## src/rtl/wh_alloc_pkg.sv

```systemverilog
package wh_alloc_pkg;

    typedef enum logic [1:0] {
        FK_MID    = 2'b00,
        FK_FIRST  = 2'b01,
        FK_LAST   = 2'b10,
        FK_SINGLE = 2'b11
    } flit_kind_e;

    typedef enum logic {
        ST_IDLE   = 1'b0,
        ST_LOCKED = 1'b1
    } alloc_state_e;

    localparam int POL_RR    = 0;
    localparam int POL_LRU   = 1;
    localparam int POL_FIXED = 2;

    // bit 0 set: flit opens a packet (first or single)
    function automatic logic kind_is_head(input logic [1:0] k);
        return k[0];
    endfunction

    // bit 1 set: flit closes a packet (last or single)
    function automatic logic kind_is_tail(input logic [1:0] k);
        return k[1];
    endfunction

endpackage

```

## src/rtl/wh_fixed_pick.sv

```systemverilog
module wh_fixed_pick #(
    parameter int NREQ = 4
) (
    input  logic [NREQ-1:0] elig,
    output logic [NREQ-1:0] pick
);
    always_comb begin
        pick = '0;
        for (int i = NREQ - 1; i >= 0; i--) begin
            if (elig[i]) begin
                pick    = '0;
                pick[i] = 1'b1;
            end
        end
    end
endmodule

```

## src/rtl/wh_rr_pick.sv

```systemverilog
module wh_rr_pick #(
    parameter int NREQ = 4
) (
    input  logic            clk,
    input  logic            rst_n,
    input  logic [NREQ-1:0] elig,
    input  logic            upd,
    input  logic [NREQ-1:0] upd_oh,
    output logic [NREQ-1:0] pick
);
    localparam int IW = (NREQ > 1) ? $clog2(NREQ) : 1;

    logic [IW-1:0] ptr_q;
    logic [IW-1:0] ptr_d;

    always_comb begin
        logic found;
        int   idx;
        pick  = '0;
        found = 1'b0;
        for (int k = 0; k < NREQ; k++) begin
            idx = int'(ptr_q) + k;
            if (idx >= NREQ) idx = idx - NREQ;
            if (!found && elig[idx]) begin
                pick[idx] = 1'b1;
                found     = 1'b1;
            end
        end
    end

    always_comb begin
        ptr_d = ptr_q;
        if (upd) begin
            for (int i = 0; i < NREQ; i++) begin
                if (upd_oh[i]) ptr_d = (i == NREQ - 1) ? '0 : IW'(i + 1);
            end
        end
    end

    always_ff @(posedge clk) begin
        if (!rst_n) ptr_q <= '0;
        else        ptr_q <= ptr_d;
    end
endmodule

```

## src/rtl/wh_lru_pick.sv

```systemverilog
module wh_lru_pick #(
    parameter int NREQ = 4
) (
    input  logic            clk,
    input  logic            rst_n,
    input  logic [NREQ-1:0] elig,
    input  logic            upd,
    input  logic [NREQ-1:0] upd_oh,
    output logic [NREQ-1:0] pick
);
    localparam int IW = (NREQ > 1) ? $clog2(NREQ) : 1;

    // rank 0 is the oldest (most preferred) requester
    logic [IW-1:0] rank_q [NREQ];
    logic [IW-1:0] rank_d [NREQ];

    always_comb begin
        logic          found;
        logic [IW-1:0] best;
        int            sel;
        found = 1'b0;
        best  = '0;
        sel   = 0;
        for (int i = 0; i < NREQ; i++) begin
            if (elig[i] && (!found || rank_q[i] < best)) begin
                best  = rank_q[i];
                sel   = i;
                found = 1'b1;
            end
        end
        pick = '0;
        if (found) pick[sel] = 1'b1;
    end

    always_comb begin
        logic [IW-1:0] wrank;
        wrank = '0;
        for (int i = 0; i < NREQ; i++) begin
            if (upd_oh[i]) wrank = rank_q[i];
        end
        for (int i = 0; i < NREQ; i++) begin
            rank_d[i] = rank_q[i];
            if (upd) begin
                if (upd_oh[i])             rank_d[i] = IW'(NREQ - 1);
                else if (rank_q[i] > wrank) rank_d[i] = rank_q[i] - 1'b1;
            end
        end
    end

    always_ff @(posedge clk) begin
        for (int i = 0; i < NREQ; i++) begin
            if (!rst_n) rank_q[i] <= IW'(i);
            else        rank_q[i] <= rank_d[i];
        end
    end
endmodule

```

## src/rtl/wh_port_alloc.sv

```systemverilog
module wh_port_alloc
    import wh_alloc_pkg::*;
#(
    parameter int NREQ       = 4,
    parameter int POLICY     = POL_RR,
    parameter bit FACTION_EN = 1'b1
) (
    input  logic              clk,
    input  logic              rst_n,
    input  logic [NREQ-1:0]   req,
    input  logic [2*NREQ-1:0] flit_kind,
    input  logic [NREQ-1:0]   faction_tag,
    input  logic              flit_fire,
    output logic [NREQ-1:0]   grant,
    output logic              busy
);
    alloc_state_e    state_q, state_d;
    logic [NREQ-1:0] grant_q;
    logic [NREQ-1:0] head_req;
    logic [NREQ-1:0] tail_vec;
    logic [NREQ-1:0] elig;
    logic [NREQ-1:0] pick;
    logic            acquire;
    logic            release_pkt;
    logic            no_match;

    for (genvar i = 0; i < NREQ; i++) begin : g_kind
        assign head_req[i] = req[i] & kind_is_head(flit_kind[2*i +: 2]);
        assign tail_vec[i] = kind_is_tail(flit_kind[2*i +: 2]);
    end

    // faction-round filter
    if (FACTION_EN) begin : g_faction
        logic            round_tag_q;
        logic [NREQ-1:0] match;
        for (genvar i = 0; i < NREQ; i++) begin : g_m
            assign match[i] = head_req[i] & (faction_tag[i] == round_tag_q);
        end
        assign no_match = ~|match;
        assign elig     = no_match ? head_req : match;
        always_ff @(posedge clk) begin
            if (!rst_n)                   round_tag_q <= 1'b0;
            else if (acquire && no_match) round_tag_q <= ~round_tag_q;
        end
    end else begin : g_no_faction
        logic unused_tag;
        assign unused_tag = ^faction_tag;
        assign no_match   = 1'b0;
        assign elig       = head_req;
    end

    // base policy
    if (POLICY == POL_LRU) begin : g_lru
        wh_lru_pick #(.NREQ(NREQ)) u_pick (
            .clk(clk), .rst_n(rst_n), .elig(elig),
            .upd(release_pkt), .upd_oh(grant_q), .pick(pick));
    end else if (POLICY == POL_FIXED) begin : g_fixed
        wh_fixed_pick #(.NREQ(NREQ)) u_pick (.elig(elig), .pick(pick));
    end else begin : g_rr
        wh_rr_pick #(.NREQ(NREQ)) u_pick (
            .clk(clk), .rst_n(rst_n), .elig(elig),
            .upd(release_pkt), .upd_oh(grant_q), .pick(pick));
    end

    assign acquire     = (state_q == ST_IDLE) && (|elig);
    assign release_pkt = (state_q == ST_LOCKED) && flit_fire && (|(grant_q & tail_vec));

    // next-state logic
    always_comb begin
        state_d = state_q;
        unique case (state_q)
            ST_IDLE:   if (acquire)     state_d = ST_LOCKED;  // T_ACQUIRE
            ST_LOCKED: if (release_pkt) state_d = ST_IDLE;    // T_RELEASE
            default:                    state_d = ST_IDLE;
        endcase
    end

    // state register
    always_ff @(posedge clk) begin
        if (!rst_n) begin
            state_q <= ST_IDLE;
            grant_q <= '0;
        end else begin
            state_q <= state_d;
            if (acquire)          grant_q <= pick;
            else if (release_pkt) grant_q <= '0;
        end
    end

    // outputs
    always_comb begin
        unique case (state_q)
            ST_LOCKED: begin grant = grant_q; busy = 1'b1; end
            default:   begin grant = '0;      busy = 1'b0; end
        endcase
    end
endmodule

```

## config.mk

```make
export PLATFORM = sky130hd
export DESIGN_NAME = wh_port_alloc
export DESIGN_NICKNAME = d
export VERILOG_FILES = /design/src/rtl/wh_alloc_pkg.sv /design/src/rtl/wh_fixed_pick.sv /design/src/rtl/wh_rr_pick.sv /design/src/rtl/wh_lru_pick.sv /design/src/rtl/wh_port_alloc.sv
export SDC_FILE = /design/constraint.sdc
export NUM_CORES = 1
export LEC_CHECK = 0
export ABC_AREA = 0
export CAP_MARGIN = 30
export CORE_MARGIN = 2
export CORE_UTILIZATION = 60
export CTS_CLUSTER_DIAMETER = 60
export DETAILED_ROUTE_END_ITERATION = 7
export DONT_BUFFER_PORTS = 1
export GPL_TIMING_DRIVEN = 1
export PLACE_DENSITY = 0.76
export SLEW_MARGIN = 20
export SYNTH_ARGS = -nofsm -noshare
export SYNTH_HDL_FRONTEND = slang
export SYNTH_HIERARCHICAL = 1
export SYNTH_SLANG_ARGS = --single-unit
export TNS_END_PERCENT = 20
```

## constraint.sdc

```tcl
create_clock -name clk -period 3.5 [get_ports clk]
set_input_delay 0.175 -clock clk [delete_from_list [all_inputs] [get_ports clk]]
set_output_delay 0.175 -clock clk [all_outputs]
set_load 0.02 [all_outputs]
```

Yosys cells after proc, flatten, opt, wreduce, memory -nomap -nowiden --
Index checks and enable logic that the tools add are counted.
Cells by class: $add $sub $neg 7, magnitude comparators 12, equality and inequality tests 4, mux-type cells 43, bitwise operators 14, reductions and logical operators 21
Operators by type and width (number):
- greater-or-equal comparator 32 x 1 -> 1 bit, second input constant | 4
- less-than comparator 32 x 4 -> 1 bit, second input constant | 4
- 2-to-1 mux 32 bit | 4
- greater-or-equal comparator 32 x 4 -> 1 bit, second input constant | 3
- subtractor 32 x 4 -> 32 bit, second input constant | 3
- 2-to-1 mux 4 bit | 8
- 2-to-1 mux 1 bit | 18
- OR 4 bit | 3
- OR reduction 4 bit | 3
- logical AND 1 bit | 11
- AND 1 bit | 8
- binary-select mux 1 bit (select 2 bit) | 4
- demux 1 bit (select 2 bit) | 4
- 2-to-1 mux 2 bit | 4
- adder 2 x 2 -> 3 bit, second input constant | 2
- AND 4 bit | 1
- == test 1 bit | 4
- logical NOT 1 bit | 4
- nonzero test 4 bit | 1
- subtractor 2 x 3 -> 4 bit, second input constant | 1
- adder 2 x 1 -> 3 bit, second input constant | 1
- greater-or-equal comparator 2 x 3 -> 1 bit, second input constant | 1
- NOT 1 bit | 2
- case mux 1 bit (2 select lines) | 1
- 2 further kinds | 2
Word-level totals: flip-flop bits (word level) 8, input bits 19, output and inout port bits 5

Longest topological paths before layout --
Gate-level depths: netlist of the first run.
depth after elaboration 18, mapped depth 11, depth with buffers taken out 10

Cells and area by module --
The synthesis of the first run kept the hierarchy.
By module, submodules not included:
- wh_rr_pick | instances 1, cells an instance 56, area each 459.2 µm², sequential area each 40.0 µm²
- wh_port_alloc | instances 1, cells an instance 51, area each 404.1 µm², sequential area each 120.1 µm²

Least setup slack after synthesis of the first run --
OpenSTA, ideal clock, no wires.
path kind flip-flop to flip-flop, from reg g_faction.round_tag_q, to reg grant_q[0], library setup time 123 ps, arrival time 2515 ps, path slack 863 ps, stages on the path, launching flop included 12, path buffers 1, cell sequence dfxtp_1 > buf_6 > xor2_1 > o22a_1 > or3b_1 > a21oi_1 > nor3b_1 > a311oi_1 > a211oi_4 > a221o_1 > nand2_1 > a21boi_0
Between the ends: longest elaborated chain between the ends 18
Ends and longest elaborated chain:
- start: declaration | RTL line wh_port_alloc.sv:34 | logic round_tag_q;
- start signal: assignment | RTL line wh_port_alloc.sv:43 | else if (acquire && no_match) round_tag_q <= ~round_tag_q;
- == test 1 bit | RTL line wh_port_alloc.sv:37 | assign match[i] = head_req[i] & (faction_tag[i] == round_tag_q);
- AND 1 bit | RTL line wh_port_alloc.sv:37
- OR reduction 4 bit | RTL line wh_port_alloc.sv:39 | assign no_match = ~|match;
- 2-to-1 mux 4 bit (*) | RTL line wh_port_alloc.sv:40 | assign elig = no_match ? head_req : match;
- via elig[0] | RTL line wh_port_alloc.sv:21 | logic [NREQ-1:0] elig;
- binary-select mux 1 bit (select 2 bit) | RTL line wh_rr_pick.sv:24 | if (!found && elig[idx]) begin
- 2-to-1 mux 1 bit (implied by the code) (2 in series) | RTL line wh_rr_pick.sv:24
- 2-to-1 mux 1 bit | RTL line wh_rr_pick.sv:24
- [3 not listed]
- logical NOT 1 bit | RTL line wh_rr_pick.sv:24
- logical AND 1 bit | RTL line wh_rr_pick.sv:24
- 2-to-1 mux 1 bit | RTL line wh_rr_pick.sv:24
- logical NOT 1 bit | RTL line wh_rr_pick.sv:24
- logical AND 1 bit | RTL line wh_rr_pick.sv:24
- 2-to-1 mux 4 bit (*) | RTL line wh_rr_pick.sv:24
- via pick[0] | RTL line wh_port_alloc.sv:22 | logic [NREQ-1:0] pick;
- 2-to-1 mux 4 bit (*) | RTL line wh_port_alloc.sv:85 | if (acquire) grant_q <= pick;
- end signal: assignment | RTL line wh_port_alloc.sv:85
- end: declaration | RTL line wh_port_alloc.sv:18 | logic [NREQ-1:0] grant_q;
The timed path passes the listed nets; every way through them passes the cells marked *. The select of a mux whose other input is x is not followed. A chain may end at the register's enable or synchronous reset.

Worst setup path in the final report of the first run --
from reg g_faction.round_tag_q, to reg grant_q[1]
Same word-level chain as after synthesis.

==> results of run 1 <==
worst register-to-register path: stages, from the launching register on:
cell and delay (ns):
sky130_fd_sc_hd__dfxtp_1 0.46, sky130_fd_sc_hd__xor2_1 0.25, sky130_fd_sc_hd__o22a_1 0.19, sky130_fd_sc_hd__or3b_1 0.41
sky130_fd_sc_hd__a21oi_1 0.46, sky130_fd_sc_hd__nor3b_1 0.10, sky130_fd_sc_hd__a311oi_1 0.42, sky130_fd_sc_hd__a211oi_4 0.09
sky130_fd_sc_hd__a221o_1 0.38, sky130_fd_sc_hd__nand2_1 0.07, sky130_fd_sc_hd__a21boi_0 0.09
per-stage QoR:
step	hold slack (ns)	power, mW	cell area (um2)	utilization, %	cells
after CTS	0.0414	0.265	882	67.0	123
final	0.0449	0.264	882	67.0	123
after floorplan	0.291	0.182	863	-	107
after global routing	0.0477	0.280	882	67.0	123
after global placement	0.302	0.188	860	65.2	120
after detailed placement	0.302	0.191	860	65.2	120
report_power, final:
part	switching [mW]	internal, mW	leakage (nW)
logic	0.0461	0.0346	0.260
clock network	0.0336	0.0394	0.0138
registers	0.0125	0.0974	0.0652
kinds of logic after synthesis:
group | Yosys count
adders and majority gates | 8
buffers and inverters | 8
muxes | 3
DFF | 8
AOI/OAI and AO/OA | 33
xor gates and xnor gates | 4
and+or+nand+nor | 43
placed cells by master, fill, tap and decap left out:
cell                        count
sky130_fd_sc_hd__a211oi_4       1
sky130_fd_sc_hd__a21boi_0       5
sky130_fd_sc_hd__a21oi_1        6
sky130_fd_sc_hd__a221o_1        4
sky130_fd_sc_hd__a22o_1         2
sky130_fd_sc_hd__a311oi_1       1
sky130_fd_sc_hd__a31oi_1        1
sky130_fd_sc_hd__a41o_1         1
sky130_fd_sc_hd__a41oi_1        1
sky130_fd_sc_hd__and2_1         4
sky130_fd_sc_hd__and3b_1        1
sky130_fd_sc_hd__clkbuf_4       3
sky130_fd_sc_hd__dfxtp_1        8
sky130_fd_sc_hd__ha_1           8
sky130_fd_sc_hd__inv_1          6
sky130_fd_sc_hd__mux2i_1        1
sky130_fd_sc_hd__mux4_2         2
sky130_fd_sc_hd__nand2_1       19
sky130_fd_sc_hd__nand2b_1       1
sky130_fd_sc_hd__nand3_1        7
sky130_fd_sc_hd__nor2_1         2
sky130_fd_sc_hd__nor2b_1        2
sky130_fd_sc_hd__nor3b_1        3
sky130_fd_sc_hd__nor4_1         1
sky130_fd_sc_hd__nor4b_1        2
sky130_fd_sc_hd__o2111ai_1      1
sky130_fd_sc_hd__o211ai_1       2
sky130_fd_sc_hd__o21ai_0        3
sky130_fd_sc_hd__o21ai_1        4
sky130_fd_sc_hd__o22a_1         1
sky130_fd_sc_hd__or3b_1         1
sky130_fd_sc_hd__xor2_1         4
state kept, by name, summed over array words and instances (netlist names):
| register | cells |
|---|---|
| grant_q | 4 |
| state_q | 1 |
| g_faction.round_tag_q | 1 |
| g_rr.u_pick/ptr_q | 2 |
cell usage after synthesis, types with 2 or more instances:
cell type	number
sky130_fd_sc_hd__nor2b_1	2
sky130_fd_sc_hd__buf_6	2
sky130_fd_sc_hd__a21oi_1	6
sky130_fd_sc_hd__xor2_1	4
sky130_fd_sc_hd__o211ai_1	2
sky130_fd_sc_hd__mux4_2	2
sky130_fd_sc_hd__nor3b_1	3
sky130_fd_sc_hd__nand3_1	7
sky130_fd_sc_hd__o21ai_1	4
sky130_fd_sc_hd__nand2_1	19
sky130_fd_sc_hd__nor4b_1	2
sky130_fd_sc_hd__a221o_1	4
sky130_fd_sc_hd__dfxtp_1	8
sky130_fd_sc_hd__a21boi_0	5
sky130_fd_sc_hd__ha_1	8
sky130_fd_sc_hd__nor2_1	2
sky130_fd_sc_hd__and2_1	4
sky130_fd_sc_hd__a22o_1	2
sky130_fd_sc_hd__inv_1	6
sky130_fd_sc_hd__o21ai_0	3
final cells by class:
type                            count  area share (%)
Clock buffer                        3            2.55
Inverter                            6            2.55
Multi-Input combinational cell     91            74.6
Sequential cell                     8            18.2
Tap cell                           15            2.13
routing by layer:
metal | routed length [um] | share of wire [%]
met2 | 818 | 47
met5 | 0 | 0
met4 | 26 | 1.5
met1 | 797 | 46
met3 | 97 | 5.6
worst paths after layout:
| check | to | from | slack, ns | cells past startpoint |
|---|---|---|---|---|
| setup / recovery | grant_q[1]$_SDFFE_PN0P_ | g_faction.round_tag_q$_SDFFE_PN0P_ | 0.47 | 10 |
| hold reg to reg | grant_q[0]$_SDFFE_PN0P_ | grant_q[0]$_SDFFE_PN0P_ | 0.54 | 2 |
| hold / removal | state_q$_SDFF_PN0_ | rst_n | 0.04 | 1 |
| setup reg to reg | grant_q[1]$_SDFFE_PN0P_ | g_faction.round_tag_q$_SDFFE_PN0P_ | 0.47 | 10 |
==> reports/results.env, run 1 <==
STATUS='complete, no violations'
TOP_LEVEL_PORTS=24
SYNTH-ASYNC-RESET-RATIO_PCT=0
WORST_CLOCK_SKEW_NS=0.00709
FP.DIEAREA_MM2=0.00176
DRT_ITER0_MARKERS=20
NUM_ANTENNA_CELLS=0
SYNTHDISTINCTLIBCELLS=32
SYN_AREA_UM2=863
FINAL_LAYOUT_SIZE_SUFFIX_GT1_SHARE_PCT=5.56
YS_WARN_COUNT=6
FINALCRITPERIODSHARE_PCT=86.7
FLOW.AREA_GROWTH_FROM_SYNTHESIS_PCT=2.17
TIGHTEST_SLEW_NS=0.496
MEAN_SYN_CELL_AREA_UM2=8.07
DETAIL_ROUTE.WL_PER_CELL_UM=14.1
DR.PASS1.ITERS=4
CP_NUM_BUF_INV=0
NUMBER_OF_NETS_AT_THE_END_OF_THE_FLOW=137
SETUP_VIOLATIONS=0
MAXSLEWVIOLCOUNT=0
MET2_USAGE_PCT=36.9
GRT_OVERFLOW_TOTAL=0
CLOCK_INSERTION_DELAY_WORST_SKEW_NS=0.26
DIE-WIDTH_UM=41.9
CLOCK-ROOT-BUFFER='sky130_fd_sc_hd__clkbuf_4'
PRE_CTS_SLACK_NS=0.518
ANTENNA_VIOLATIONS_BEFORE_REPAIR=0
FINALSETUPTNS_NS=0
GLOBALROUTE.BUSIESTLAYER='met2'
DRT-VIAS-PER-INSTANCE=6.57
SYN-INSTANCE-COUNT=107
PORT-BUFFER-COUNT=0
DRT_DRC_VIOLATIONS_LEFT=0
MUX_SHARE_OF_POST_SYNTHESIS_CELL_AREA_PCT=6.38
GRT_PASS1_VIAS=696
CRITPATHMAXFANOUT=8
TOP_REG_CELL_SYNTH='sky130_fd_sc_hd__dfxtp_1'
HOLD_PATH.CLASS='in -> reg'
DP_HPWL_UM=1320
PATH_CLK_SLEW_NS=0.06
WORST_SLEW_MARGIN_REL_PCT=66.5
ANT_NETS=0
GRT_FIRST_PASS_WIRELENGTH_UM=2950
CRITICALPATHCATEGORY='reg -> reg'
POST_SYNTH_AND_OR_NAND_NOR_AREA_FRACTION_PCT=25.7
SYNTH_ADDER_AREA_SHARE_PCT=11.6
WORST_SLACK_NS=0.466
CRITPATHMAXSTAGEDELAY_NS=0.46
PATH_DELAY_FAMILY='compound AO/OA/AOI/OAI gates'
YOSYS.AREA.TOP_TYPE_SHARE_PCT=18.6
CRITPATHSLOWESTCELL='sky130_fd_sc_hd__dfxtp_1'
WORSTPATHCELLLIST='xor2_1 -> o22a_1 -> or3b_1 -> a21oi_1 -> nor3b_1 -> a311oi_1 -> a211oi_4 -> a221o_1 -> nand2_1 -> a21boi_0'
CRITICAL_PATH_ARRIVAL_NS=3.18
COUNT_OF_STATE_ELEMENTS_AFTER_SYNTHESIS=8
GP_CONGESTION=0.792
POSTSYNTHNETCOUNT=134
MAX-CLOCK-PATH-BUFFERS=2
LEADING_POST_SYNTHESIS_CELLS_BY_CELL_AREA='sky130_fd_sc_hd__dfxtp_1, sky130_fd_sc_hd__ha_1, sky130_fd_sc_hd__nand2_1, sky130_fd_sc_hd__mux4_2, sky130_fd_sc_hd__a221o_1'
CTS-BUFFERS-INSERTED=3
SYNTH-COMPOUND-AREA-SHARE_PCT=28.6
DRV.MAX_CAP_VIOLATION_COUNT=0
ROUTE.VIAS.TOTAL=808
GRT_UTIL_MET1_PCT=26.6
CORE_AREA_MM2=0.00132
ROW_COUNT=13
SEQUENTIAL_TO_TOTAL_AREA_SHARE_FROM_YOSYS_STAT_PCT=18.6
FINAL-SEQ-AREA_UM2=160
SYNTH.LARGEST_AREA_CELL='sky130_fd_sc_hd__dfxtp_1'
PWR_DENSITY_CELL_mW_PER_MM2=299
NUM-FILL-CELLS=113
TIMING.CRITICAL_PATH.FROM_TYPE='flop'
STARTING_DENSITY_OF_THE_CORE_PCT=65.5
FLOORPLAN.DIE.HEIGHT_UM=41.9
YOSYS.AREA_SHARE.XOR_XNOR_PCT=4.06
GRT.MET3_USAGE_PCT=1.74
HOLD_VIO_CNT_FINAL=0
TRITONCTS='built'
GRTUSAGETOTAL_PCT=21.3
CP.REQUIRED_NS=3.64
WIRELENGTH_UM=1740
LAYOUT_MIN_CYCLE_TIME_NS=3.03
CTS_RESIZED=0
CRITICAL_PATH_END_TYPE='flop'
SYNTH_TOP_FAMILY_BY_AREA='compound AO/OA/AOI/OAI gates'
HTREE_NUM_LEVELS=1
SETUP_REPAIR_AFTER_GLOBAL_ROUTING_MISSED_ITS_MARGIN='no'
CLOCK.FMAX_GHz=0.330
PIN_COUNT_OF_THE_BIGGEST_NET_ENTERING_GLOBAL_ROUTING=15
CTS_HOLD_BUF=0
CTS.REPAIR_TIMING.SETUP_BUFFER_COUNT=0
MULTIINPUTGATEAREA_UM2=658
CLOCK_SINKS=8
POWER.IR.VDD_WORST_uV=170
COUNT_OF_FLIP_FLOPS_WITH_A_BUILT_IN_ENABLE_AFTER_SYNTHESIS=0
POWER_LEAKAGE_nW=0.339
(Power assumes the default switching activity.)
==> run 2: changes to the inputs <==
--- a/config.mk
+++ b/config.mk
@@ -5,9 +5,10 @@
 export SDC_FILE = /design/constraint.sdc
 export NUM_CORES = 1
 export LEC_CHECK = 0
-export ABC_AREA = 0
+export ABC_AREA = 1
 export CAP_MARGIN = 30
-export CORE_MARGIN = 2
+export CORE_ASPECT_RATIO = 0.8
+export CORE_MARGIN = 10
 export CORE_UTILIZATION = 60
 export CTS_CLUSTER_DIAMETER = 60
 export DETAILED_ROUTE_END_ITERATION = 7
==> constraint.sdc (replaced) <==
create_clock -name clk -period 3.8 [get_ports clk]
set_input_delay 0.19 -clock clk [delete_from_list [all_inputs] [get_ports clk]]
set_output_delay 0.19 -clock clk [all_outputs]
set_load 0.02 [all_outputs]
==> run 2 against run 1 <==
  * Via count rose by 26%
  * Wire length up 38%
  * Final area increased by 20%
  * Clock power decreased by 6.3%
  * Maximum frequency up 43%
  * Sequential power about the same
  * Clock skew is 0.0025 ns lower
  * Flip-flop and latch count unchanged
  * Hold slack about the same
  * Utilization fell by 1.4 points
  * Global-route usage down 7.8 points
  * Critical endpoint is now grant_q[2]$_SDFFE_PN0P_
  * Largest cell class unchanged
==> reports/results.env, run 2 <==
STATUS='complete, no violations'
CRITPATHSLOWESTCELL='sky130_fd_sc_hd__dfxtp_1'
STARTING_DENSITY_OF_THE_CORE_PCT=62.5  # -3.1 points
WORST_SLEW_MARGIN_REL_PCT=66.3  # -0.21 points
TIGHTEST_SLEW_NS=0.505  # +0.00895 ns
YS_WARN_COUNT=6  # unchanged
COUNT_OF_STATE_ELEMENTS_AFTER_SYNTHESIS=8  # unchanged
HOLD-PATH-CELL-COUNT=1  # unchanged
FP.DIEAREA_MM2=0.00372  # +110%
CLOCK-ROOT-BUFFER='sky130_fd_sc_hd__clkbuf_4'
DETAIL_ROUTE_MET3_WL_UM=134  # +38%
PWR_DENSITY_CELL_mW_PER_MM2=302  # +1.1%
PORT-BUFFER-COUNT=0  # unchanged
SYNTHDISTINCTLIBCELLS=20  # -38%
ANT_NETS=0  # unchanged
MAX-CLOCK-PATH-BUFFERS=2  # unchanged
SYNTH.CELLS.MOST_FREQUENT='sky130_fd_sc_hd__nand2_1, sky130_fd_sc_hd__nand3_1, sky130_fd_sc_hd__inv_1'
CP.DEPTH=16  # +6
DRT_DRC_VIOLATIONS_LEFT=0  # unchanged
CTS-BUFFERS-INSERTED=3  # unchanged
CP_NUM_BUF_INV=1  # +1
HTREE_NUM_LEVELS=1  # unchanged
SYNTH.LARGEST_AREA_CELL='sky130_fd_sc_hd__nand2_1'
CTS_HOLD_BUF=0  # unchanged
CORE_AREA_MM2=0.00161  # +22%
WORST_SLACK_NS=1.68  # +1.22 ns
DR.MAX_LAYER_USED='met4'
TIMING.REG2REG.WORST_PATH_DEPTH=16  # +6
MEAN_SYN_CELL_AREA_UM2=6.02  # -25%
TOP_LEVEL_PORTS=24  # unchanged
PATH_DELAY_FAMILY='simple AND/OR/NAND/NOR gates'
TIMING.CRITICAL_PATH.FROM_TYPE='flop'
FINAL_LAYOUT_SIZE_SUFFIX_GT1_SHARE_PCT=15.9  # +10 points
NUMBER_OF_NETS_AT_THE_END_OF_THE_FLOW=199  # +45%
CRITICAL-PATH-TOP-CELL-BY-COUNT='sky130_fd_sc_hd__nand2_1'
CLOCK_SINKS=8  # unchanged
CLOCK.FMAX_GHz=0.472  # +43%
FLOORPLAN.DIE.HEIGHT_UM=56.6  # +35%
SEQUENTIAL_TO_TOTAL_AREA_SHARE_FROM_YOSYS_STAT_PCT=15.9  # -2.6 points
POWER_LEAKAGE_nW=0.571  # +68%
LAYOUT_COMMONEST_CELL='sky130_fd_sc_hd__nand2_1'
MAX_FLOP_REGISTER='grant_q'
DIE-WIDTH_UM=65.8  # +57%
MET1WIRELENGTH_UM=1220  # +53%
CRITPATHMAXFANOUT=6  # -2
WORST_CLOCK_SKEW_NS=0.00460  # -0.00249 ns
SYN_AREA_MM2=0.00101  # +17%
FINAL.HOLD.WORST_SLACK_NS=0.0447  # -0.000215 ns
NUMPLACEDINSTANCES=189  # +57%
GRTUSAGETOTAL_PCT=13.6  # -7.8 points
CRITPATHMAXSTAGEDELAY_NS=0.43  # -0.03 ns
FLOW.AREA_GROWTH_FROM_SYNTHESIS_PCT=4.97
LAYOUT_MIN_CYCLE_TIME_NS=2.12  # -0.916 ns
LARGESTREGISTERS='grant_q (4), g_rr.u_pick/ptr_q (2)'
GP_CONGESTION=0.811  # +2.5%
DRT_ITER0_MARKERS=76  # +280%
DRV.MAX_CAP_VIOLATION_COUNT=0  # unchanged
SYN-INSTANCE-COUNT=167  # +56%
YOSYS.AREA.TOP_TYPE_SHARE_PCT=19.8  # +1.2 points
TOP_REG_CELL_SYNTH='sky130_fd_sc_hd__dfxtp_1'
COUNT_OF_FLIP_FLOPS_WITH_A_BUILT_IN_ENABLE_AFTER_SYNTHESIS=0  # unchanged
LEADING_POST_SYNTHESIS_CELLS_BY_CELL_AREA='sky130_fd_sc_hd__nand2_1, sky130_fd_sc_hd__nand3_1, sky130_fd_sc_hd__dfxtp_1, sky130_fd_sc_hd__ha_1, sky130_fd_sc_hd__inv_1'
GRT_PASS1_VIAS=932  # +34%
CTS.REPAIR_TIMING.SETUP_BUFFER_COUNT=0  # unchanged
DR.PASS1.ITERS=5  # +1
SETUP_REPAIR_AFTER_GLOBAL_ROUTING_MISSED_ITS_MARGIN='no'
POWER.IR.VDD_WORST_uV=190  # +12%
POSTSYNTHNETCOUNT=194  # +45%
GRT_OVERFLOW_TOTAL=0  # unchanged
NUM_ANTENNA_CELLS=0  # unchanged
MAXSLEWVIOLCOUNT=0  # unchanged
DRT-VIAS-PER-INSTANCE=5.30  # -19%
CRITICALPATHCATEGORY='reg -> reg'
FINALCRITPERIODSHARE_PCT=55.7  # -31 points
ROUTE.MET2.WL_UM=1030  # +25%
GRT_FIRST_PASS_WIRELENGTH_UM=4150  # +41%
WORSTPATHCELLLIST='inv_2 -> nand2_1 -> nand3_1 -> nand2_1 -> nor2_4 -> nand2_1 -> nand2_1 -> nand2_1 -> nand3_2 -> nand2_4 -> nand2_4 -> nor2_4 -> nand2_1 -> nand3_1 -> nand3_1 -> a21oi_1'
CLOCK_INSERTION_DELAY_WORST_SKEW_NS=0.27  # about the same
PATH_CLK_SLEW_NS=0.06  # about the same
ANTENNA_VIOLATIONS_BEFORE_REPAIR=0  # unchanged
WIRELENGTH_UM=2400  # +38%
SETUP_VIOLATIONS=0  # unchanged
ROW_COUNT=13  # unchanged
LARGEST_REG_FLOPS=4  # unchanged
LAYOUT.CELLS.MOST_COMMON_LIST='sky130_fd_sc_hd__nand2_1, sky130_fd_sc_hd__nand3_1, sky130_fd_sc_hd__inv_1'
HOLD_VIO_CNT_FINAL=0  # unchanged
ROUTE.VIAS.TOTAL=1017  # +26%
FINAL-INSTANCE-COUNT-EXCL-FILL=192  # +56%
CP.REQUIRED_NS=4.00  # +0.36 ns
CTS_RESIZED=0  # unchanged
NUM-FILL-CELLS=149  # +32%
SYNTH-ASYNC-RESET-RATIO_PCT=0  # unchanged
PRE_CTS_SLACK_NS=1.72  # +1.20 ns
PIN_COUNT_OF_THE_BIGGEST_NET_ENTERING_GLOBAL_ROUTING=12  # -3
DP_HPWL_UM=1990  # +51%
CRITICAL_PATH_ARRIVAL_NS=2.32  # -0.86 ns
TRITONCTS='built'
FINALSETUPTNS_NS=0  # unchanged
DETAIL_ROUTE.WL_PER_CELL_UM=12.5  # -12%
HOLD_PATH.CLASS='in -> reg'
YOSYS.CELL_COUNT.TOP_TYPE='sky130_fd_sc_hd__nand2_1'
CRITICAL_PATH_END_TYPE='flop'
==> run 2: path summary, 6_finish.rpt <==
path | start | to | slack [ns]
max reg2reg | g_faction.round_tag_q$_SDFFE_PN0P_ | grant_q[2]$_SDFFE_PN0P_ | 1.68
max | g_faction.round_tag_q$_SDFFE_PN0P_ | grant_q[2]$_SDFFE_PN0P_ | 1.68
min reg2reg | grant_q[1]$_SDFFE_PN0P_ | grant_q[1]$_SDFFE_PN0P_ | 0.54
min | rst_n | g_rr.u_pick/ptr_q[1]$_SDFFE_PN0P_ | 0.04
==> run 2: cell families (layout without fill, tap and decap cells) <==
family / Yosys count / in the layout / share of synthesized area, %
compound gates: 13 / 13 / 9.33
fa+ha+maj: 8 / 8 / 9.95
buf+inv: 30 / 33 / 12.6
flops: 8 / 8 / 15.9
simple gates: 108 / 108 / 52.2
==> run 2: layout make-up <==
| class | instances | area, um2 | share of cell area, % |
|---|---|---|---|
| clock buffers | 3 | 22.5 | 2.13 |
| multi-input cells | 129 | 719 | 68.1 |
| flip-flops and latches | 8 | 160 | 15.2 |
| inverters | 30 | 126 | 12.0 |
| well taps | 22 | 27.5 | 2.61 |
==> run 2: power breakdown <==
part           total [mW]  switching (mW)  internal, mW  leakage, nW
clock network      0.0684          0.0321        0.0363       0.0138
registers           0.110          0.0176        0.0923       0.0653
logic               0.141          0.0901        0.0508        0.492
total               0.319           0.140         0.179        0.571
==> run 2: per-layer routing <==
metal	GRT usage, %	vias to the layer above
li1	-	541
met1	17.7	453
met2	20.0	20
met3	5.15	3
met4	3.66	0
met5	0	-
==> run 2: through the flow <==
step	instance area, um2	util, %	power, mW
detailed placement	1030	64.2	0.252
floorplan	1010	-	0.227
global route	1060	65.6	0.346
finish	1060	65.6	0.319
CTS	1060	65.6	0.321
global placement	1030	64.2	0.249
==> run 3: changes to the inputs <==
--- a/config.mk
+++ b/config.mk
@@ -5,9 +5,8 @@
 export SDC_FILE = /design/constraint.sdc
 export NUM_CORES = 1
 export LEC_CHECK = 0
-export ABC_AREA = 1
+export ABC_AREA = 0
 export CAP_MARGIN = 30
-export CORE_ASPECT_RATIO = 0.8
 export CORE_MARGIN = 10
 export CORE_UTILIZATION = 60
 export CTS_CLUSTER_DIAMETER = 60
==> constraint.sdc (replaced) <==
create_clock -name clk -period 2.1 [get_ports clk]
set_input_delay 0.105 -clock clk [delete_from_list [all_inputs] [get_ports clk]]
set_output_delay 0.105 -clock clk [all_outputs]
set_load 0.02 [all_outputs]
==> run 3 against run 2 <==
  * The flow now finishes with violations (setup timing)
  * First-iteration DRC count decreased by 38%
  * Critical path depth decreased by 6
  * Worst setup slack got worse by 2.1 ns
  * Sequential share of layout area decreased by 1.6 points
  * Via count decreased by 3.9%
  * Wire length increased by 16%
  * Utilization increased by 26 points
  * Critical endpoint is now grant_q[0]$_SDFFE_PN0P_
==> reports/results.env, run 3 (synthesis gave the netlist of run 1 again) <==
STATUS='finished, violations left'
VIOLATIONS='setup timing'
PORT-BUFFER-COUNT=0  # unchanged
SETUP_VIOLATIONS=6  # +6
STARTING_DENSITY_OF_THE_CORE_PCT=64.7  # +2.3 points
GRT_PASS1_VIAS=971  # +4.2%
POWER_LEAKAGE_nW=0.485  # -15%
TRITONCTS='built'
CRITICAL_PATH_ARRIVAL_NS=2.72  # +0.40 ns
DRT_ITER0_MARKERS=47  # -38%
HOLD_PATH.CLASS='in -> reg'
R2R_SETUP_SLACK_NS=-0.46  # -2.14 ns
POWER.IR.VDD_WORST_uV=494  # +160%
DRV.MAX_CAP_VIOLATION_COUNT=0  # unchanged
LARGESTREGISTERS='grant_q (4), g_rr.u_pick/ptr_q (2)'
CRIT-REG2REG-LAUNCH='g_faction.round_tag_q$_SDFFE_PN0P_'
CLOCK-ROOT-BUFFER='sky130_fd_sc_hd__clkbuf_4'
LARGEST_REG_FLOPS=4  # unchanged
HOLDPATHEND='grant_q[1]$_SDFFE_PN0P_'
DETAIL_ROUTE.WL_PER_CELL_UM=19.0  # +52%
HTREE_NUM_LEVELS=1  # unchanged
ROW_COUNT=13  # unchanged
TIGHTEST_SLEW_NS=0.488  # -0.0170 ns
GRTUSAGETOTAL_PCT=16.7  # +3.1 points
LAYOUT_MIN_CYCLE_TIME_NS=2.56  # +0.441 ns
CP.REQUIRED_NS=2.26  # -1.74 ns
FLOW.AREA_GROWTH_FROM_SYNTHESIS_PCT=40.9
ROUTE.VIAS.TOTAL=977  # -3.9%
NUMBER_OF_NETS_AT_THE_END_OF_THE_FLOW=161  # -19%
TIMING.REG2REG.WORST_PATH_DEPTH=10  # -6
FINALSETUPTNS_NS=-1.90  # -1.90 ns
PLACED_CELL_AREA_MM2=0.00112  # +8.2%
PATH_CLK_SLEW_NS=0.06  # about the same
DR.PASS1.ITERS=4  # -1
LAYOUT_COMMONEST_CELL='sky130_fd_sc_hd__nand2_1'
DIE-WIDTH_UM=57.9  # -12%
GRT_OVERFLOW_TOTAL=0  # unchanged
WORST_CLOCK_SKEW_NS=0.0133  # +0.00868 ns
WIRELENGTH_UM=2790  # +16%
DRT_DRC_VIOLATIONS_LEFT=0  # unchanged
CRITPATHMAXFANOUT=7  # +1
MAX_FLOP_REGISTER='grant_q'
FP.DIEAREA_MM2=0.00336  # -9.9%
TOP_LEVEL_PORTS=24  # unchanged
WORST_SLACK_NS=-0.459  # -2.14 ns
DP_HPWL_UM=1930  # -3.0%
GRT_FIRST_PASS_WIRELENGTH_UM=4450  # +7.2%
WORSTREG2REGEND='grant_q[0]$_SDFFE_PN0P_'
CTS.REPAIR_TIMING.SETUP_BUFFER_COUNT=0  # unchanged
MAX-CLOCK-PATH-BUFFERS=2  # unchanged
CLOCK_INSERTION_DELAY_WORST_SKEW_NS=0.28  # about the same
MAXSLEWVIOLCOUNT=0  # unchanged
TIMING.CRITICAL_PATH.FROM_TYPE='flop'
WORST_SLEW_MARGIN_REL_PCT=67.3  # +1.0 points
DRT-VIAS-PER-INSTANCE=6.65  # +25%
FINALINSTANCEAREA_MM2=0.00122  # +15%
PWR_DENSITY_CELL_mW_PER_MM2=489  # +62%
NUM-FILL-CELLS=58  # -61%
HOLD-PATH-CELL-COUNT=3  # +2
CTS-BUFFERS-INSERTED=3  # unchanged
NUM_ANTENNA_CELLS=0  # unchanged
PIN_COUNT_OF_THE_BIGGEST_NET_ENTERING_GLOBAL_ROUTING=14  # +2
ANTENNA_VIOLATIONS_BEFORE_REPAIR=0  # unchanged
HOLDCRITSTARTPOINT='flit_fire'
SETUP_REPAIR_AFTER_GLOBAL_ROUTING_MISSED_ITS_MARGIN='yes'
FINAL_LAYOUT_SIZE_SUFFIX_GT1_SHARE_PCT=31.1  # +15 points
LAYOUT.CELLS.MOST_COMMON_LIST='sky130_fd_sc_hd__nand2_1, sky130_fd_sc_hd__buf_4, sky130_fd_sc_hd__ha_1'
FINALCRITPERIODSHARE_PCT=122  # +66 points
POST-ROUTE-UTIL_PCT=91.2  # +26 points
CORE_AREA_MM2=0.00133  # -17%
CRITICAL_PATH_END_TYPE='flop'
ANT_NETS=0  # unchanged
FLOORPLAN.DIE.HEIGHT_UM=57.9  # +2.3%
GP_CONGESTION=0.848  # +4.6%
CRITICALPATHCATEGORY='reg -> reg'
CLOCK_SINKS=8  # unchanged
CLOCK.FMAX_GHz=0.391  # -17%
HOLD_VIO_CNT_FINAL=0  # unchanged
[run 3: area by class of cell]
| cell class | count | area, um2 | share of cell area (%) |
|---|---|---|---|
| clock buffer | 3 | 22.5 | 1.85 |
| inverter | 6 | 22.5 | 1.85 |
| tap | 15 | 18.8 | 1.54 |
| multi-input combinational | 91 | 792 | 65.1 |
| sequential | 8 | 165 | 13.6 |
| timing repair buffer | 24 | 195 | 16.0 |
[run 3: layer usage]
metal  GRT usage (%)  part of all wire (%)
met1            17.7                    37
met2            27.5                    50
met3            7.19                   9.1
met4            8.72                   3.3
met5               0                     0
[run 3: critical path, stage by stage (launching register included)]
cell                        delay [ns]
sky130_fd_sc_hd__dfxtp_4          0.45
sky130_fd_sc_hd__xor2_4           0.17
sky130_fd_sc_hd__o22a_1           0.15
sky130_fd_sc_hd__or3b_4           0.45
sky130_fd_sc_hd__a21oi_4          0.25
sky130_fd_sc_hd__and3b_1          0.21
sky130_fd_sc_hd__o2111ai_2        0.17
sky130_fd_sc_hd__nand3_2          0.13
sky130_fd_sc_hd__a221o_1          0.31
sky130_fd_sc_hd__nand2_1          0.07
sky130_fd_sc_hd__a21boi_1         0.06
[run 3: per-stage QoR]
step | std cells | hold slack, ns | setup WS [ns] | total power [mW]
finish | 147 | 0.255 | -0.459 | 0.594
global route | 147 | 0.295 | -0.571 | 0.628
CTS | 146 | -0.0125 | -0.432 | 0.576
detailed placement | 138 | 0.239 | -0.497 | 0.440
global placement | 138 | 0.234 | -0.429 | 0.432
floorplan | 107 | 0.221 | -0.333 | 0.367
[run 3: repair_timing]
action,CTS,global route
endpoints found under the hold margin,6,4
gates resized for setup,1,4
pin swaps,3,3
hold buffers,5,1
setup endpoints to repair,4,7
[run 3: report_power, final]
group | switching, mW | leakage (nW) | internal (mW) | total, mW
registers | 0.0306 | 0.0663 | 0.164 | 0.195
clock network | 0.0667 | 0.0138 | 0.0663 | 0.133
logic | 0.126 | 0.405 | 0.140 | 0.266
[run 3: how the worst max path moves through the flow]
stage / startpoint / endpoint / slack (ns) / cells past startpoint
floorplan: g_faction.round_tag_q$_SDFFE_PN0P_ / grant_q[0]$_SDFFE_PN0P_ / -0.33 / 11
global placement: g_faction.round_tag_q$_SDFFE_PN0P_ / grant_q[0]$_SDFFE_PN0P_ / -0.43 / 10
detailed placement: g_faction.round_tag_q$_SDFFE_PN0P_ / grant_q[2]$_SDFFE_PN0P_ / -0.50 / 10
CTS: g_faction.round_tag_q$_SDFFE_PN0P_ / grant_q[2]$_SDFFE_PN0P_ / -0.43 / 10
global route: g_faction.round_tag_q$_SDFFE_PN0P_ / grant_q[3]$_SDFFE_PN0P_ / -0.57 / 10
finish: g_faction.round_tag_q$_SDFFE_PN0P_ / grant_q[0]$_SDFFE_PN0P_ / -0.46 / 10
